===== src/rtl/fpcmp_pkg.sv =====
package fpcmp_pkg;
  typedef enum logic [1:0] {
    CMP_EQ  = 2'd0,
    CMP_LT  = 2'd1,
    CMP_LE  = 2'd2,
    CMP_RSV = 2'd3
  } cmp_sel_e;
endpackage


===== src/rtl/fpcmp_classify.sv =====
module fpcmp_classify #(
  parameter int EXP_W  = 8,
  parameter int FRAC_W = 23,
  localparam int W     = 1 + EXP_W + FRAC_W
) (
  input  logic [W-1:0] op_i,
  output logic         nan_o,
  output logic [W-1:0] key_o
);
  logic [EXP_W-1:0]  exp_f;
  logic [FRAC_W-1:0] frac_f;
  logic              exp_zero, exp_ones;

  assign exp_f    = op_i[W-2 -: EXP_W];
  assign frac_f   = op_i[FRAC_W-1:0];
  assign exp_zero = (exp_f == '0);
  assign exp_ones = (exp_f == '1);

  always_comb begin
    nan_o = exp_ones && (frac_f != '0);
    // zeros and denormals collapse to a single canonical +0
    key_o = exp_zero ? '0 : op_i;
  end

  // a flushed operand never carries a sign or magnitude
  always_comb begin
    if (exp_zero) assert (key_o == '0) else $error("p_flush_zero_r6");
  end
endmodule


===== src/rtl/fpcmp_order.sv =====
module fpcmp_order #(
  parameter int W = 32
) (
  input  logic [W-1:0] key_a_i,
  input  logic [W-1:0] key_b_i,
  output logic         eq_o,
  output logic         lt_o
);
  logic         sa, sb;
  logic [W-2:0] ma, mb;
  logic         mag_lt, mag_gt;

  assign sa     = key_a_i[W-1];
  assign sb     = key_b_i[W-1];
  assign ma     = key_a_i[W-2:0];
  assign mb     = key_b_i[W-2:0];
  assign mag_lt = (ma < mb);
  assign mag_gt = (ma > mb);

  always_comb begin
    eq_o = (key_a_i == key_b_i);
    if (sa != sb)  lt_o = sa;
    else if (!sa)  lt_o = mag_lt;
    else           lt_o = mag_gt;
  end

  // equal and strictly-less are never both true
  always_comb begin
    assert (!(eq_o && lt_o)) else $error("p_eq_lt_excl_r3");
  end
endmodule


===== src/rtl/fp_compare_unit.sv =====
module fp_compare_unit #(
  parameter int EXP_W  = 8,
  parameter int FRAC_W = 23,
  localparam int W     = 1 + EXP_W + FRAC_W
) (
  input  logic         clk_i,
  input  logic         rst_ni,
  input  logic [W-1:0] op_a_i,
  input  logic [W-1:0] op_b_i,
  input  logic [1:0]   cond_i,
  input  logic         cmp_i,
  output logic         flag_o
);
  import fpcmp_pkg::*;

  logic [W-1:0] ops [2];
  logic [W-1:0] keys [2];
  logic [1:0]   nans;
  logic         eq_w, lt_w, unord, res_d;
  logic         flag_d, flag_q;
  logic [1:0]   rst_pipe_q;
  logic         rst_sync_n;

  assign ops[0] = op_a_i;
  assign ops[1] = op_b_i;

  for (genvar g = 0; g < 2; g++) begin : g_cls
    fpcmp_classify #(.EXP_W(EXP_W), .FRAC_W(FRAC_W)) u_cls (
      .op_i  (ops[g]),
      .nan_o (nans[g]),
      .key_o (keys[g])
    );
  end

  fpcmp_order #(.W(W)) u_ord (
    .key_a_i (keys[0]),
    .key_b_i (keys[1]),
    .eq_o    (eq_w),
    .lt_o    (lt_w)
  );

  assign unord = |nans;

  always_comb begin
    unique case (cmp_sel_e'(cond_i))
      CMP_EQ:  res_d = eq_w;
      CMP_LT:  res_d = lt_w;
      CMP_LE:  res_d = eq_w | lt_w;
      default: res_d = 1'b0;
    endcase
    if (unord) res_d = 1'b0;
  end

  always_comb begin
    flag_d = cmp_i ? res_d : flag_q;
  end

  always_ff @(posedge clk_i or negedge rst_ni) begin
    if (!rst_ni) rst_pipe_q <= 2'b00;
    else         rst_pipe_q <= {rst_pipe_q[0], 1'b1};
  end
  assign rst_sync_n = rst_pipe_q[1];

  always_ff @(posedge clk_i or negedge rst_sync_n) begin
    if (!rst_sync_n) flag_q <= 1'b0;
    else             flag_q <= flag_d;
  end

  assign flag_o = flag_q;

  p_hold_r9: assert property (@(posedge clk_i) disable iff (!rst_sync_n)
    !cmp_i |=> $stable(flag_o));
  p_unordered_r5: assert property (@(posedge clk_i) disable iff (!rst_sync_n)
    (cmp_i && unord) |=> !flag_o);
  p_reserved_r4: assert property (@(posedge clk_i) disable iff (!rst_sync_n)
    (cmp_i && cond_i == 2'd3) |=> !flag_o);
  p_le_cover_r3: assert property (@(posedge clk_i) disable iff (!rst_sync_n)
    (cmp_i && cond_i == 2'd2 && !unord && (eq_w || lt_w)) |=> flag_o);
  p_reset_r10: assert property (@(posedge clk_i)
    !rst_sync_n |-> !flag_o);
endmodule


===== config.mk =====
export PLATFORM = sky130hd
export DESIGN_NAME = fp_compare_unit
export DESIGN_NICKNAME = d
export VERILOG_FILES = /design/src/rtl/fpcmp_pkg.sv /design/src/rtl/fpcmp_classify.sv /design/src/rtl/fpcmp_order.sv /design/src/rtl/fp_compare_unit.sv
export SDC_FILE = /design/constraint.sdc
export NUM_CORES = 1
export LEC_CHECK = 0
export BUFFER_PORTS_ARGS = -buffer_cell sky130_fd_sc_hd__buf_2
export CAP_MARGIN = 30
export CORE_AREA = 8 8 61 63
export CTS_CLUSTER_SIZE = 14
export DETAILED_ROUTE_END_ITERATION = 10
export DIE_AREA = 0 0 69 71
export PLACE_DENSITY = 0.95
export SLEW_MARGIN = 20
export SYNTH_ARGS = -nofsm -noshare
export SYNTH_HDL_FRONTEND = slang
export SYNTH_SLANG_ARGS = --single-unit

===== constraint.sdc =====
create_clock -name clk_i -period 0.89 [get_ports clk_i]
set_clock_uncertainty 0.2 [all_clocks]
set_input_delay 0.0445 -clock clk_i [delete_from_list [all_inputs] [get_ports clk_i]]
set_output_delay 0.0445 -clock clk_i [all_outputs]
set_load 0.005 [all_outputs]

==> results.toml <==
[timing]
hold_ws_ps = -86.4
fmax_mhz = 397
rsz0062_at_grt = "true"
setup_ws_ps = -1630
finalCritPeriodShare_pct = 283
setup_viol = 2
finalMaxSlewViolations = 0
period_needed_ps = 2520
finalHoldViolCount = 2

[logic_synthesis]
syn-num-nets = 295
synth_top_flop_cell = "dfrtp_1"
yosys-top-cells-count = "36 x nand2_1, 31 x ha_1, 23 x and2_1"
synth_seq_cells = 3
synth-seq-area-share_pct = 5.64
synth_largest_area_cell = "ha_1"
synth.yosys.warnings = 0
synthTopCellsByArea = "ha_1 29%, and2_1 11%, nand2_1 10%, nor4_1 6.6%, dfrtp_1 5.6%"
yosysMostFrequentCell = "nand2_1"
synth-edff-count = 0
synth.cell_area_um2 = 1330
synth_top_area_share_pct = 29.1
ys_async_sr_fraction_pct = 100
synthCells = 195
avgSynthCellArea_um2 = 6.83
synth.distinct_cells = 31

[layout]
layout.nets = 407
antenna_cells = 0
layout-drive-gt1-share_pct = 51.6
syn_to_final_growth_pct = 76.6
final_area_um2 = 2350
instances_no_fill = 339
fill_cells = 163

[clock_network]
cts_num_sinks = 3
clkSlewWorstSetupHoldPaths_ps = 40
cts_max_path_buffers = 2
cts_root_buf = "clkbuf_4"
clkLatencyLatePin_ps = 240
cts_inserted_buffers = 3
cts_tree = "done"
htree_levels = 1
cts_hold_buf = 2

[critical_path]
cp_max_fo = 7
cp_slowest_stage_delay_ps = 610
startpoint_type = "input port"
path_cells = "buf_6 > nor4_4 > nand2_2 > buf_6 > and2_4 > ha_4 > nand4_1 > or4_4 > nor2_4 > o22ai_2 > a211oi_2 > o21ai_1"
cp_top_family = "simple AND/OR/NAND/NOR gates"
worst-path-buf-inv = 2
crit_path_end_kind = "flip-flop"
arrival_ps = 2420
critPathKind = "input port to flip-flop"
crit_top_cell = "buf_6"
slowest_stage = "or4_4"
worstPathRequired_ps = 800

[global_routing]
antenna_found_initial = 0
grt.overflow.total = 0
grt_pass1_vias = 2188
grt_max_degree = 10
grt_pass1_wl_mm = 9.89
track_usage_pct = 23.4

[floorplan]
num_rows = 20
initial_core_util_pct = 46.7
die_y_um = 71
die_x_um = 69
pin_count = 70
core-area_um2 = 2850
dieArea_um2 = 4900

[placement]
numPlacedInstances = 324
hpwl_mm = 4.21
place.gp.congestion = 0.950
dpl_cell_area_um2 = 1980
portBuffers = 69

[hold_path]
hold_class = "input port to asynchronous set/reset pin"

[power_and_ir_drop]
leakagePower_nw = 1.19
power_density_nw_per_um2 = 605
p_total_mw = 1.42
ir_worst_vdd_v = 0.000655

[drt]
first_pass_iters = 5
drt_iter0_markers = 210
wirelength_mm = 6.30
ant_nets = 0
vias_per_cell = 6.17
drc = 0
via_count = 2091
post_drt_wl_per_cell_um = 18.6

[status]
status = "complete, but fails checks"
violations = "hold timing, setup timing"

[run]
maxCapViolCount = 0
[worst register-to-register path, delay by kind of cell (launching register included)]
family	cells	cell delay (ps)
DFF	1	370
and+or+nand+nor	1	130
AOI/OAI and AO/OA	2	250
[cells by family after synthesis]
kind of cell | after synthesis | synth area share, %
simple gates | 106 | 43.1
flops | 3 | 5.64
compound gates | 30 | 14.3
buf+inv | 22 | 6.20
fa+ha+maj | 31 | 29.1
xor+xnor | 2 | 1.32
other cells | 1 | 0.282
[where the power goes]
group	leakage (nW)	internal (mW)	switching (mW)
sequential	0.0362	0.148	0.00400
clock	0.0150	0.169	0.0846
combinational	1.14	0.540	0.477
total	1.19	0.857	0.566
[per-layer routing]
layer  vias up  share of wire [%]  global-route usage [%]
li1        938                  -                       -
met1       961                 38                    25.6
met2       155                 47                    40.6
met3        37                8.9                    5.31
met4         0                5.3                    13.4
met5         -                  0                       0
[placed cells by master (no fill, tap or decap), drive strengths merged, types with 2 or more instances in the layout]
master / netlist / routed
a21oi: 11 / 11
nand3: 4 / 4
dlygate4sd3: 0 / 2
dfrtp: 3 / 3
inv: 10 / 10
nor2: 6 / 6
o21ai: 8 / 8
nand2: 36 / 36
or4: 2 / 2
a221oi: 4 / 4
nor4: 14 / 14
clkbuf: 12 / 4
ha: 31 / 31
and2: 23 / 23
a211oi: 2 / 2
buf: 0 / 117
nor3: 4 / 4
nand4: 14 / 14
[metrics by stage]
step | utilization (%) | setup slack, ps | TNS (ps)
3_3_place_gp | 69.3 | -1760 | -1760
4_1_cts | 80.7 | -1510 | -1610
5_1_grt | 82.4 | -1710 | -1820
2_1_floorplan | - | -1550 | -1550
6_report | 82.4 | -1630 | -1710
3_5_place_dp | 69.3 | -1870 | -1870
[worst paths after layout]
path / start / to / slack (ps) / depth (start not counted)
setup / recovery: op_a_i[26] / flag_o$_DFFE_PN0P_ / -1630 / 12
hold / removal: rst_ni / rst_pipe_q[1]$_DFF_PN0_ / -90 / 2
setup reg to reg: flag_o$_DFFE_PN0P_ / flag_o$_DFFE_PN0P_ / -190 / 3
hold reg to reg: rst_pipe_q[0]$_DFF_PN0_ / rst_pipe_q[1]$_DFF_PN0_ / 150 / 0
max in group asynchronous: rst_pipe_q[1]$_DFF_PN0_ / flag_o$_DFFE_PN0P_ / 40 / 1
min in group clk_i: cmp_i / flag_o$_DFFE_PN0P_ / 20 / 4
[state kept, by name, indices dropped and copies added, names as in the netlist]
signal	cells
flag_o	1
rst_pipe_q	2
[repair_timing]
action | 4_1_cts | 5_1_grt
setup buffers | 5 | 1
cloned | 3 | 0
resized for setup | 41 | 8
pin swaps | 30 | 7
hold endpoints to repair | 4 | 2
endpoints found under the setup margin | 2 | 2
[final cells by class]
class / instances / area (um2) / area share (%)
clock buffer: 4 / 26.3 / 1.12
tap: 33 / 41.3 / 1.76
multi-input combinational: 170 / 1400 / 59.7
inverter: 10 / 37.5 / 1.60
sequential: 3 / 75.1 / 3.19
timing repair buffer: 119 / 767 / 32.6
(Power assumes the default switching activity.)
